File: config.mk
export PLATFORM = sky130hd
export DESIGN_NAME = slice_clkq_sel
export DESIGN_NICKNAME = d
export VERILOG_FILES = /design/src/rtl/slice_clkq_pkg.sv /design/src/rtl/slice_sync.sv /design/src/rtl/slice_clk_mux.sv /design/src/rtl/slice_edge_det.sv /design/src/rtl/slice_div.sv /design/src/rtl/slice_qual_sel.sv /design/src/rtl/slice_clkq_sel.sv
export SDC_FILE = /design/constraint.sdc
export NUM_CORES = 1
export LEC_CHECK = 0
export CAP_MARGIN = 0
export CORE_ASPECT_RATIO = 0.9
export CORE_MARGIN = 3
export CORE_UTILIZATION = 43
export CTS_CLUSTER_SIZE = 10
export DETAILED_ROUTE_END_ITERATION = 7
export PLACE_DENSITY_LB_ADDON = 0.2
export SLEW_MARGIN = 20
export SYNTH_ARGS = -nofsm -noshare
export SYNTH_HDL_FRONTEND = slang
export SYNTH_SLANG_ARGS = --single-unit
File: constraint.sdc
create_clock -name clk -period 1.6 [get_ports clk]
set_input_delay 0.32 -clock clk [delete_from_list [all_inputs] [get_ports clk]]
set_output_delay 0.32 -clock clk [all_outputs]
set_load 0.1 [all_outputs]
File: src/rtl/slice_clkq_pkg.sv
package slice_clkq_pkg;

    localparam int SLICE_COUNT = 16;

    localparam int SL_A = 0;
    localparam int SL_D = 3;
    localparam int SL_H = 7;
    localparam int SL_I = 8;
    localparam int SL_O = 14;
    localparam int SL_P = 15;

    typedef enum logic [1:0] {
        QM_ALWAYS = 2'd0,
        QM_PIN    = 2'd1,
        QM_SLICE  = 2'd2,
        QM_SPARE  = 2'd3
    } qual_mode_e;

    // Slices whose own output is a clock tap for others.
    function automatic bit is_clock_driver(int id);
        return (id == SL_D) || (id == SL_H) || (id == SL_O) || (id == SL_P);
    endfunction

    // Owner slice of each qualifier tap position.
    function automatic int qual_tap_owner(int idx);
        case (idx)
            0:       return SL_A;
            1:       return SL_H;
            2:       return SL_I;
            default: return SL_P;
        endcase
    endfunction

    // Tap position that would loop the slice onto itself, or -1.
    function automatic int self_qual_pos(int id);
        for (int k = 0; k < 4; k++) begin
            if (qual_tap_owner(k) == id) return k;
        end
        return -1;
    endfunction

    // 0 selects the slice-D substitute, 1 the slice-O substitute.
    function automatic int substitute_sel(int id);
        return ((id == SL_H) || (id == SL_P)) ? 1 : 0;
    endfunction

endpackage

File: src/rtl/slice_sync.sv
module slice_sync #(
    parameter int WIDTH  = 1,
    parameter int STAGES = 2
) (
    input  logic             clk,
    input  logic             rst_n,
    input  logic [WIDTH-1:0] async_in,
    output logic [WIDTH-1:0] sync_out
);

    typedef struct packed {
        logic [STAGES-1:0][WIDTH-1:0] chain;
    } sync_state_t;

    sync_state_t st_d, st_q;

    always_comb begin
        st_d          = st_q;
        st_d.chain[0] = async_in;
        for (int i = 1; i < STAGES; i++) begin
            st_d.chain[i] = st_q.chain[i-1];
        end
    end

    always_ff @(posedge clk or negedge rst_n) begin
        if (!rst_n) begin
            st_q <= '0;
        end else begin
            st_q <= st_d;
        end
    end

    assign sync_out = st_q.chain[STAGES-1];

endmodule

File: src/rtl/slice_clk_mux.sv
module slice_clk_mux
    import slice_clkq_pkg::*;
#(
    parameter int SLICE_ID = 0,
    parameter int NUM_SRC  = 4,
    localparam int IDX_W   = $clog2(NUM_SRC)
) (
    input  logic [NUM_SRC-1:0] pin_in,
    input  logic [NUM_SRC-1:0] clk_tap,
    input  logic               from_slice,
    input  logic [IDX_W-1:0]   src_idx,
    output logic               sel_clk
);

    generate
        if (is_clock_driver(SLICE_ID)) begin : g_pin_only
            // A clock-driving slice may not be clocked by any slice.
            logic unused_taps;
            assign unused_taps = ^{clk_tap, from_slice};
            assign sel_clk     = pin_in[src_idx];
        end else begin : g_pin_or_tap
            assign sel_clk = from_slice ? clk_tap[src_idx] : pin_in[src_idx];
        end
    endgenerate

endmodule

File: src/rtl/slice_edge_det.sv
module slice_edge_det #(
    parameter int SYNC_STAGES = 2
) (
    input  logic clk,
    input  logic rst_n,
    input  logic raw_clk,
    input  logic fall_sel,
    output logic ext_edge
);

    typedef struct packed {
        logic prev;
    } edge_state_t;

    edge_state_t st_d, st_q;
    logic        cur;

    slice_sync #(
        .WIDTH (1),
        .STAGES(SYNC_STAGES)
    ) clk_sync_i (
        .clk     (clk),
        .rst_n   (rst_n),
        .async_in(raw_clk),
        .sync_out(cur)
    );

    always_comb begin
        st_d      = st_q;
        st_d.prev = cur;
    end

    always_ff @(posedge clk or negedge rst_n) begin
        if (!rst_n) begin
            st_q <= '0;
        end else begin
            st_q <= st_d;
        end
    end

    assign ext_edge = fall_sel ? (st_q.prev & ~cur) : (~st_q.prev & cur);

endmodule

File: src/rtl/slice_div.sv
module slice_div #(
    parameter int DIV_W = 8
) (
    input  logic             clk,
    input  logic             rst_n,
    input  logic [DIV_W-1:0] preset,
    output logic             tick
);

    typedef struct packed {
        logic [DIV_W-1:0] cnt;
    } div_state_t;

    div_state_t st_d, st_q;

    assign tick = (st_q.cnt == '0);

    always_comb begin
        st_d = st_q;
        if (tick) begin
            st_d.cnt = preset;
        end else begin
            st_d.cnt = st_q.cnt - 1'b1;
        end
    end

    always_ff @(posedge clk or negedge rst_n) begin
        if (!rst_n) begin
            st_q <= '0;
        end else begin
            st_q <= st_d;
        end
    end

endmodule

File: src/rtl/slice_qual_sel.sv
module slice_qual_sel
    import slice_clkq_pkg::*;
#(
    parameter int SLICE_ID    = 0,
    parameter int NUM_SRC     = 4,
    parameter int SYNC_STAGES = 2,
    localparam int IDX_W      = $clog2(NUM_SRC)
) (
    input  logic               clk,
    input  logic               rst_n,
    input  logic [NUM_SRC-1:0] pin_in,
    input  logic [NUM_SRC-1:0] qual_tap,
    input  logic [1:0]         sub_tap,
    input  logic [1:0]         mode,
    input  logic [IDX_W-1:0]   src_idx,
    output logic [NUM_SRC-1:0] pin_sync,
    output logic               slice_qual,
    output logic               qual_ok
);

    localparam int SELF_POS = self_qual_pos(SLICE_ID);
    localparam int SUB_SEL  = substitute_sel(SLICE_ID);

    slice_sync #(
        .WIDTH (NUM_SRC),
        .STAGES(SYNC_STAGES)
    ) pin_sync_i (
        .clk     (clk),
        .rst_n   (rst_n),
        .async_in(pin_in),
        .sync_out(pin_sync)
    );

    generate
        if (SELF_POS >= 0) begin : g_substitute
            always_comb begin
                if (int'(src_idx) == SELF_POS) begin
                    slice_qual = sub_tap[SUB_SEL];
                end else begin
                    slice_qual = qual_tap[src_idx];
                end
            end
        end else begin : g_direct
            logic unused_sub;
            assign unused_sub = ^sub_tap;
            assign slice_qual = qual_tap[src_idx];
        end
    endgenerate

    always_comb begin
        case (qual_mode_e'(mode))
            QM_PIN:   qual_ok = pin_sync[src_idx];
            QM_SLICE: qual_ok = slice_qual;
            default:  qual_ok = 1'b1;
        endcase
    end

endmodule

File: src/rtl/slice_clkq_sel.sv
module slice_clkq_sel
    import slice_clkq_pkg::*;
#(
    parameter int SLICE_ID    = 0,
    parameter int NUM_SRC     = 4,
    parameter int SYNC_STAGES = 2,
    parameter int DIV_W       = 8,
    localparam int IDX_W      = $clog2(NUM_SRC)
) (
    input  logic               clk,
    input  logic               rst_n,
    input  logic [NUM_SRC-1:0] pin_in,
    input  logic [NUM_SRC-1:0] clk_tap,
    input  logic [NUM_SRC-1:0] qual_tap,
    input  logic [1:0]         sub_qual_tap,
    input  logic               cfg_ext_clk,
    input  logic               cfg_clk_from_slice,
    input  logic [IDX_W-1:0]   cfg_clk_idx,
    input  logic               cfg_fall_edge,
    input  logic [1:0]         cfg_qual_mode,
    input  logic [IDX_W-1:0]   cfg_qual_idx,
    input  logic [DIV_W-1:0]   cfg_div_preset,
    output logic               shift_strobe
);

    typedef struct packed {
        logic strobe;
    } top_state_t;

    top_state_t         st_d, st_q;
    logic               sel_clk;
    logic               ext_edge;
    logic               div_tick;
    logic               qual_ok;
    logic               slice_qual;
    logic [NUM_SRC-1:0] qual_pin_sync;

    slice_clk_mux #(
        .SLICE_ID(SLICE_ID),
        .NUM_SRC (NUM_SRC)
    ) clk_mux_i (
        .pin_in    (pin_in),
        .clk_tap   (clk_tap),
        .from_slice(cfg_clk_from_slice),
        .src_idx   (cfg_clk_idx),
        .sel_clk   (sel_clk)
    );

    slice_edge_det #(
        .SYNC_STAGES(SYNC_STAGES)
    ) edge_i (
        .clk     (clk),
        .rst_n   (rst_n),
        .raw_clk (sel_clk),
        .fall_sel(cfg_fall_edge),
        .ext_edge(ext_edge)
    );

    slice_div #(
        .DIV_W(DIV_W)
    ) div_i (
        .clk   (clk),
        .rst_n (rst_n),
        .preset(cfg_div_preset),
        .tick  (div_tick)
    );

    slice_qual_sel #(
        .SLICE_ID   (SLICE_ID),
        .NUM_SRC    (NUM_SRC),
        .SYNC_STAGES(SYNC_STAGES)
    ) qual_i (
        .clk       (clk),
        .rst_n     (rst_n),
        .pin_in    (pin_in),
        .qual_tap  (qual_tap),
        .sub_tap   (sub_qual_tap),
        .mode      (cfg_qual_mode),
        .src_idx   (cfg_qual_idx),
        .pin_sync  (qual_pin_sync),
        .slice_qual(slice_qual),
        .qual_ok   (qual_ok)
    );

    always_comb begin
        st_d        = st_q;
        st_d.strobe = (cfg_ext_clk ? ext_edge : div_tick) & qual_ok;
    end

    always_ff @(posedge clk or negedge rst_n) begin
        if (!rst_n) begin
            st_q <= '0;
        end else begin
            st_q <= st_d;
        end
    end

    assign shift_strobe = st_q.strobe;

endmodule

== Word-level counts from Yosys, hierarchy flattened ==
Cells that the tools add are included.

* Memories kept: 0
* Output and inout bits: 1
* Memory bits (writable): 0
* Memory bits (read-only): 0
* Input bits: 33
* Register bits after elaboration: 20
* Bits in latches: 0
* Word-level logic and storage cells: 33

* Mux-type cells: 14
* Reduce and logical (&&, ||, !) cells: 2
* $add $sub $neg: 1
* Equality and inequality tests: 2
* Shifts and indexed selects: 0
* Bitwise operators: 5
* Divide/modulo/power cells: 0
* Magnitude comparators: 2
* Multipliers: 0

{| class="wikitable"
|+ Operators by type and width
! operator !! count
|-
| $bmux 1 s2 || 4
|-
| $logic_not 8->1 || 1
|-
| $mux 1 || 8
|-
| $mux 8 || 1
|-
| $sub 8x1->8 const B || 1
|-
| $lt 2x3->1 const B || 2
|-
| $and 1x1->1 || 3
|-
| $eq 2x1->1 const B || 1
|-
| $eq 2x2->1 const B || 1
|-
| $logic_not 2->1 || 1
|-
| $not 1->1 || 2
|-
| $pmux 1 s2 || 1
|}

== Longest topological paths before layout ==
Gate-level depths: netlist (run 1).

* Word-level depth: 5
* Gate-level depth with buffers: 6
* Depth with buffers taken out: 6

== Cells and area by module ==
A second synthesis (run 1) with hierarchy kept.

* Cell total of the unflattened synthesis: 79
* Area total of the unflattened synthesis: 977.2 µm²

{| class="wikitable"
|+ Modules (own cells, without submodules)
! module !! area each (µm²) !! seq. area each (µm²) !! times used !! cells each
|-
| slice_div || 474.2 || 200.2 || 1 || 48
|-
| slice_sync at qual_i.pin_sync_i || 200.2 || 200.2 || 1 || 8
|-
| slice_qual_sel || 100.1 || 0.0 || 1 || 11
|-
| slice_clk_mux || 63.8 || 0.0 || 1 || 3
|-
| slice_sync at edge_i.clk_sync_i || 50.0 || 50.0 || 1 || 2
|-
| slice_edge_det || 47.5 || 25.0 || 1 || 4
|-
| slice_clkq_sel || 41.3 || 25.0 || 1 || 3
|}

== Worst setup path after synthesis (run 1) ==
Ideal clock, no wire load.

* Path kind: register -> register
* Start: register div_i.st_q[4] in the netlist's numbering
* End: register div_i.st_q[6] in the netlist's numbering
* Setup slack: 0.309 ns
* Path buffers: 1
* Data arrival time: 1.168 ns
* Stages on the path, launching flop included: 6
* Library setup time: 0.123 ns
* Required time: 1.477 ns
* Clock period less this slack: 1.291 ns
* Path through: dfrtp_1 -> nor4_4 -> nand3_4 -> buf_6 -> nor2_1 -> a21oi_1

{| class="wikitable"
|+ RTL lines
! element !! line !! RTL
|-
| start, declared || slice_div.sv:14 || <nowiki>div_state_t st_d, st_q;</nowiki>
|-
| start signal, assigned || slice_div.sv:31 || <nowiki>st_q <= st_d;</nowiki>
|}

== Worst setup path after layout (run 1) ==
* Start: input cfg_clk_idx[0]
* End: register edge_i.clk_sync_i.st_q, in the netlist edge_i.clk_sync_i.st_d[1]

* Word-level cells in the longest chain between the ends: 3
* Elaborated cells on any way between the ends: 5
* Classes of those cells: 5 x mux

{| class="wikitable"
|+ RTL lines
! element !! line !! RTL
|-
| start, declared || slice_clkq_sel.sv:18 || <nowiki>input logic [IDX_W-1:0] cfg_clk_idx,</nowiki>
|-
| $bmux 1 s2 || slice_clk_mux.sv:22 || <nowiki>assign sel_clk = from_slice ? clk_tap[src_idx] : pin_in[src_idx];</nowiki>
|-
| $mux 1 (implied by the code) || slice_clk_mux.sv:22 ||
|-
| $mux 1 (*) || slice_clk_mux.sv:22 ||
|-
| named net clk_mux_i.sel_clk || slice_clk_mux.sv:12 || <nowiki>output logic sel_clk</nowiki>
|-
| end signal, assigned || slice_sync.sv:29 || <nowiki>st_q <= st_d;</nowiki>
|-
| end, declared || slice_sync.sv:15 || <nowiki>sync_state_t st_d, st_q;</nowiki>
|}

Mark *: on every way through the listed nets, which the timed path passes. The rest lies on a longest branch. The select of a mux whose other input is x is not followed.

==> flow_summary.toml, run 1 <==
[run_status]
run_status = "finished clean"

[clock_tree]
worst_skew_pair.late_latency_ns = 0.30
cts.clk_slew.worst_paths_ns = 0.11
max-clock-path-buffers = 2
clock_tree_from_tritoncts = "built"
cts.sinks = 20
cts.repair_timing.setup_buffer_count = 0
cts_resized = 0
cts_hold_buffers = 0
cts_made_buffers = 3
cts_max_level = 1
clk_root_buffer_cell = "sky130_fd_sc_hd__clkbuf_4"

[yosys]
post_synthesis_cell_area_um2 = 932.1
syn-num-nets = 113
sequential_cell_area_fraction_in_the_yosys_report = 0.5369
synth_cells = 76
yosys_warnings = 0
synthArstFlopShare = 1.000
dominantRegCellSynth = "sky130_fd_sc_hd__dfrtp_1"
yosys.area.top_type_share = 0.5369
number_of_flops_mapped_to_enable_cells_by_yosys = 0
synth_top_area_cell = "sky130_fd_sc_hd__dfrtp_1"
synth_top_cells_by_area = "sky130_fd_sc_hd__dfrtp_1, sky130_fd_sc_hd__mux4_2, sky130_fd_sc_hd__ha_1"
synth_most_common_cell = "sky130_fd_sc_hd__dfrtp_1"
postSynthRegisterBits = 20
synthTopCellsByCount = "sky130_fd_sc_hd__dfrtp_1, sky130_fd_sc_hd__nor2_1, sky130_fd_sc_hd__a21oi_1"
netlist-cell-type-count = 22
syn_area_per_cell_um2 = 12.27

[routing]
met3_wirelength_um = 128
wl_met2_um = 869
drt_iter0_markers = 7
vias_per_cell = 5.007
m1WireLength_um = 655
route.antenna.remaining_nets = 0
dr.pass1.iters = 2
highest_layer = "met4"
drt-wirelength-per-cell_um = 12.14
wl_um = 1687
via_count = 696
drc = 0

[placement]
post-dp-hpwl_um = 1349
port_buffers = 31
gp_congestion = 0.7526

[power_and_ir_drop]
pwr-share-clk = 0.240
cellLeakagePower_nw = 0.5658
power.combinational.fraction = 0.299
peakVddDrop_mv = 0.8886
power_switching_uw = 511.6
share_seq_of_total_power = 0.462
power.density_cell_area_mw_per_mm2 = 1239
post-layout-total-power_mw = 1.679
cell_internal_pwr_mw = 1.167
p_sw_frac = 0.3047

[timing]
min_period_over_period = 0.8917
setup-violations-final = 0
max_slew.worst_pin.slew_ns = 0.4760
drv_slew = 0
final.setup_skew_ns = 0.004129
maxClockFrequency_mhz = 700.9
timing.final.hold_violations = 0
slew_headroom = 0.6802
grt_setup_unrepaired = "false"
worst_hold_slack_ns = 0.3466
period_minus_ws_final_ns = 1.427

[floorplanning]
floorplan.die.width_um = 55.08
coreArea_mm2 = 0.001989
pin_count = 34
die_h_um = 50.17
effective_utilization_at_floorplan = 0.4686
standard_cell_row_count = 15
design.die.area_mm2 = 0.002763

[min_path]
kind_of_path_behind_the_tightest_hold_check = "in -> async"

[finish]
areaGrowthSynthToFinish_pct = 45.37
insertedDiodeCount = 0
final_layout_size_suffix_gt1_frac = 0.1579
fillerInstances = 158
nNetsFinal = 152

[global_route]
globalRouteTotalUtil = 0.1521
grt_antenna_before_repair = 0
grt_pass1_wl_um = 2925
grt_overflow = 0
grt_pass1_vias = 734
grt_start_max_net_pins = 21

[setup_path]
end_kind = "flop"
timing.critical_path.from_type = "primary input"
cp_data_arrival_time_ns = 1.62
timing.critical_path.required_ns = 1.80
criticalPathCategory = "in -> reg"
cp_max_fo = 2
register_to_register_setup_slack_ns = 0.21

[job]
maxCapViolations = 0
metrics by stage:
stage               cell area (um^2)  cells  utilization  setup TNS (ns)  worst slack, ns
floorplan                      932.1     76            -               0           0.3090
global placement                1303    135       0.6547         -0.2352          -0.1331
detailed placement              1303    135       0.6547         -0.2500          -0.1612
CTS                             1355    139       0.6811               0           0.1781
global route                    1355    139       0.6811               0          0.09571
finish                          1355    139       0.6811               0           0.1733
placed cells by master (no fill, tap or decap), drive strengths merged:
master and instances:
a21oi 8, a221oi 1, a311oi 1, a31oi 2, buf 5, bufinv 1
clkbuf 3, clkdlybuf4s50 30, dfrtp 20, ha 4, inv 4, mux2 2
mux2i 1, mux4 3, nand2 4, nand2b 2, nand3 1, nor2 13
nor3 1, nor3b 1, nor4 2, xnor2 3, xor2 2
final timing paths:
kind,from,to,depth (start not counted)
max,cfg_clk_idx[0],edge_i.clk_sync_i.st_d[1]$_DFF_PN0_,3
max reg2reg,div_i.st_q[4]$_DFF_PN0_,div_i.st_q[1]$_DFF_PN0_,4
max in group asynchronous,rst_n,shift_strobe$_DFF_PN0_,2
min reg2reg,qual_i.pin_sync_i.st_d[5]$_DFF_PN0_,qual_i.pin_sync_i.sync_out[1]$_DFF_PN0_,0
min in group clk,qual_i.pin_sync_i.st_d[5]$_DFF_PN0_,qual_i.pin_sync_i.sync_out[1]$_DFF_PN0_,0
min,rst_n,div_i.st_q[6]$_DFF_PN0_,2
power groups by stage:
stage	Clock [mW]	Combinational, mW	Sequential (mW)
floorplan	0	0.333	0.771
global placement	0	0.485	0.772
detailed placement	0	0.499	0.782
CTS	0.417	0.507	0.775
global route	0.441	0.553	0.791
finish	0.402	0.502	0.775
cell families after synthesis:
group / synth area share
and+or+nand+nor: 0.1436
DFF: 0.5369
AOI/OAI and AO/OA: 0.08323
muxes: 0.1074
xor gates and xnor gates: 0.04699
buffers and inverters: 0.02818
adders and majority gates: 0.05369
per-layer routing:
| layer | vias up | global-route usage |
|---|---|---|
| met5 | - | 0 |
| met4 | 0 | 0.06073 |
| met1 | 327 | 0.1686 |
| met3 | 5 | 0.06825 |
| met2 | 22 | 0.2480 |
| li1 | 342 | - |
state kept, by name, summed over array words and instances, names as in the netlist:
register / flops
div_i.st_q: 8
edge_i.clk_sync_i.st_d: 1
edge_i.clk_sync_i.sync_out: 1
edge_i.st_q: 1
qual_i.pin_sync_i.st_d: 4
qual_i.pin_sync_i.sync_out: 4
shift_strobe: 1
final cells by class:
cell class                 count  area, um^2  share of cell area
clock buffer                   3       22.52             0.01662
clock inverter                 1       30.03             0.02216
inverter                       4       15.01             0.01108
multi-input combinational     51       405.4              0.2992
sequential                    20       500.5              0.3693
tap                           25       31.28             0.02308
timing repair buffer          35       350.3              0.2585
critical path: stages:
cell and delay (ns):
sky130_fd_sc_hd__clkdlybuf4s50_1 0.52, sky130_fd_sc_hd__mux4_2 0.51, sky130_fd_sc_hd__mux2_2 0.28
Power figures use the tool's default switching activity.
==> inputs of run 2 (changes only) <==
--- a/config.mk
+++ b/config.mk
@@ -8,9 +8,10 @@
 export CAP_MARGIN = 0
 export CORE_ASPECT_RATIO = 0.9
 export CORE_MARGIN = 3
-export CORE_UTILIZATION = 43
+export CORE_UTILIZATION = 35
 export CTS_CLUSTER_SIZE = 10
 export DETAILED_ROUTE_END_ITERATION = 7
+export GPL_TIMING_DRIVEN = 1
 export PLACE_DENSITY_LB_ADDON = 0.2
 export SLEW_MARGIN = 20
 export SYNTH_ARGS = -nofsm -noshare
==> run 2 against run 1 <==
  * Sequential share of layout area rose by 0.34 points
  * Combinational power is 1% lower
  * Die area rose by 20%
  * Worst hold slack improved by 0.0076 ns
  * Power shrank 7.7%
  * First-iteration DRC count down 57%
  * Wire length shrank 5.6%
  * Core utilization is 14 points lower
  * Via count down 3.7%
  * Non-clock buffer count is the same
  * Register-to-register slack about the same
  * Flip-flop and latch count is the same
  * Critical path type unchanged
==> flow_summary.toml, run 2 (synthesized netlist as in run 1, its figures left out) <==
[run_status]
run_status = "finished clean"

[routing]
via_count = 670
m1WireLength_um = 668
drt_iter0_markers = 3
vias_per_cell = 4.718
drc = 0
wl_um = 1593
wl_met2_um = 797
met3_wirelength_um = 101
highest_layer = "met4"
dr.pass1.iters = 2
drt-wirelength-per-cell_um = 11.22
route.antenna.remaining_nets = 0

[setup_path]
reg2regPathDepth = 4
rr_startpoint = "div_i.st_q[4]$_DFF_PN0_"
cp_data_arrival_time_ns = 1.61
timing.critical_path.buf_inv = 1
cp_max_fo = 2
worst_path_max_delay_cell = "sky130_fd_sc_hd__clkdlybuf4s50_1"
end_kind = "flop"
critical_path.max_stage_delay_ns = 0.53
timing.critical_path.max_delay_family = "multiplexers"
timing.critical_path.required_ns = 1.79
timing.critical_path.from_type = "primary input"
worstPathCellList = "clkdlybuf4s50_1 -> mux4_2 -> mux2_2"
path_depth = 3
worst_setup_path_endpoint = "edge_i.clk_sync_i.st_d[1]$_DFF_PN0_"
critical_path.startpoint = "cfg_clk_idx[0]"
r2r_end = "div_i.st_q[1]$_DFF_PN0_"
criticalPathCategory = "in -> reg"
register_to_register_setup_slack_ns = 0.21

[placement]
total_instance_count_after_detailed_placement = 138
port_buffers = 31
post-dp-hpwl_um = 1327
place_ws_ns = -0.1573
gp_congestion = 0.6829

[finish]
final_layout_size_suffix_gt1_frac = 0.1579
areaGrowthSynthToFinish_pct = 44.03
largest_register_ffs = 8
number_of_cells_in_the_finished_layout_apart_from_fillers = 142
regMostFlops = "div_i.st_q"
nNetsFinal = 152
insertedDiodeCount = 0
layout.cells.most_common = "sky130_fd_sc_hd__clkdlybuf4s50_1"
final_cell_mix = "sky130_fd_sc_hd__clkdlybuf4s50_1, sky130_fd_sc_hd__dfrtp_1, sky130_fd_sc_hd__nor2_1, sky130_fd_sc_hd__a21oi_1"

[power_and_ir_drop]
pwr-share-clk = 0.182
cellLeakagePower_nw = 0.5589
power.combinational.fraction = 0.320
power.density_cell_area_mw_per_mm2 = 1155
power_switching_uw = 497.9
share_seq_of_total_power = 0.498
p_sw_frac = 0.3211
peakVddDrop_mv = 0.7436
cell_internal_pwr_mw = 1.053
post-layout-total-power_mw = 1.550

[timing]
drv_slew = 0
slew_headroom = 0.7178
period_minus_ws_final_ns = 1.427
final.setup_skew_ns = 0.002013
finalSetupTns_ns = 0
timing.final.ws_setup_ns = 0.1727
max_slew.worst_pin.slew_ns = 0.4201
min_period_over_period = 0.8921
setup-violations-final = 0
timing.final.hold_violations = 0
maxClockFrequency_mhz = 700.6
grt_setup_unrepaired = "false"

[global_route]
grt_overflow = 0
globalRouteTotalUtil = 0.1177
grt_start_max_net_pins = 21
grt_pass1_vias = 728
grt_antenna_before_repair = 0
grt_pass1_wl_um = 2891

[job]
maxCapViolations = 0

[floorplanning]
standard_cell_row_count = 17
coreArea_mm2 = 0.002489
floorplan.die.width_um = 60.40
die_h_um = 54.96
effective_utilization_at_floorplan = 0.3746
design.die.area_mm2 = 0.003320
pin_count = 34

[clock_tree]
max-clock-path-buffers = 2
cts.sinks = 20
cts.repair_timing.setup_buffer_count = 0
cts_made_buffers = 3
cts_hold_buffers = 0
cts_resized = 0
clk_root_buffer_cell = "sky130_fd_sc_hd__clkbuf_4"
cts.clk_slew.worst_paths_ns = 0.11
worst_skew_pair.late_latency_ns = 0.29
clock_tree_from_tritoncts = "built"
cts_max_level = 1

[min_path]
kind_of_path_behind_the_tightest_hold_check = "in -> async"
run 2: power by group through the flow:
stage / sequential [mW] / clock [mW] / combinational, mW
after floorplan: 0.771 / 0 / 0.333
after global placement: 0.771 / 0 / 0.485
after detailed placement: 0.783 / 0 / 0.504
after CTS: 0.775 / 0.295 / 0.505
after global routing: 0.793 / 0.314 / 0.561
final: 0.772 / 0.282 / 0.496
run 2: layout make-up:
class                      count  area [um^2]
fill                         225         1146
sequential                    20        500.5
multi-input combinational     51        405.4
timing repair buffer          35        350.3
clock buffer                   4        36.28
tap                           28        35.03
inverter                       4        15.01
run 2: worst min path at each step:
stage,endpoint,cells past startpoint,startpoint,slack [ns]
2_1_floorplan,div_i.st_q[0]$_DFF_PN0_,0,rst_n,0.02
3_3_place_gp,qual_i.pin_sync_i.sync_out[2]$_DFF_PN0_,0,qual_i.pin_sync_i.st_d[6]$_DFF_PN0_,0.33
3_5_place_dp,qual_i.pin_sync_i.sync_out[2]$_DFF_PN0_,0,qual_i.pin_sync_i.st_d[6]$_DFF_PN0_,0.33
4_1_cts,div_i.st_q[5]$_DFF_PN0_,2,rst_n,0.36
5_1_grt,qual_i.pin_sync_i.sync_out[1]$_DFF_PN0_,0,qual_i.pin_sync_i.st_d[5]$_DFF_PN0_,0.37
6_report,shift_strobe$_DFF_PN0_,2,rst_n,0.35
run 2: worst reg2reg max path, stage by stage, from the launching register on:
cell,delay (ns)
sky130_fd_sc_hd__dfrtp_1,0.46
sky130_fd_sc_hd__nor4_4,0.37
sky130_fd_sc_hd__nand3_4,0.23
sky130_fd_sc_hd__nor2_1,0.18
sky130_fd_sc_hd__a21oi_2,0.05
run 2: layer usage:
metal | vias to the layer above | global-route usage
met4 | 0 | 0.05535
met2 | 20 | 0.2032
met3 | 2 | 0.02552
met5 | - | 0
li1 | 343 | -
met1 | 305 | 0.1406
run 2: through the flow:
stage,area (um^2),utilization,hold slack [ns]
finish,1343,0.5395,0.3541
global route,1343,0.5395,0.3696
CTS,1343,0.5395,0.3552
detailed placement,1306,0.5249,0.3347
global placement,1306,0.5249,0.3322
floorplan,932.1,-,0.02441
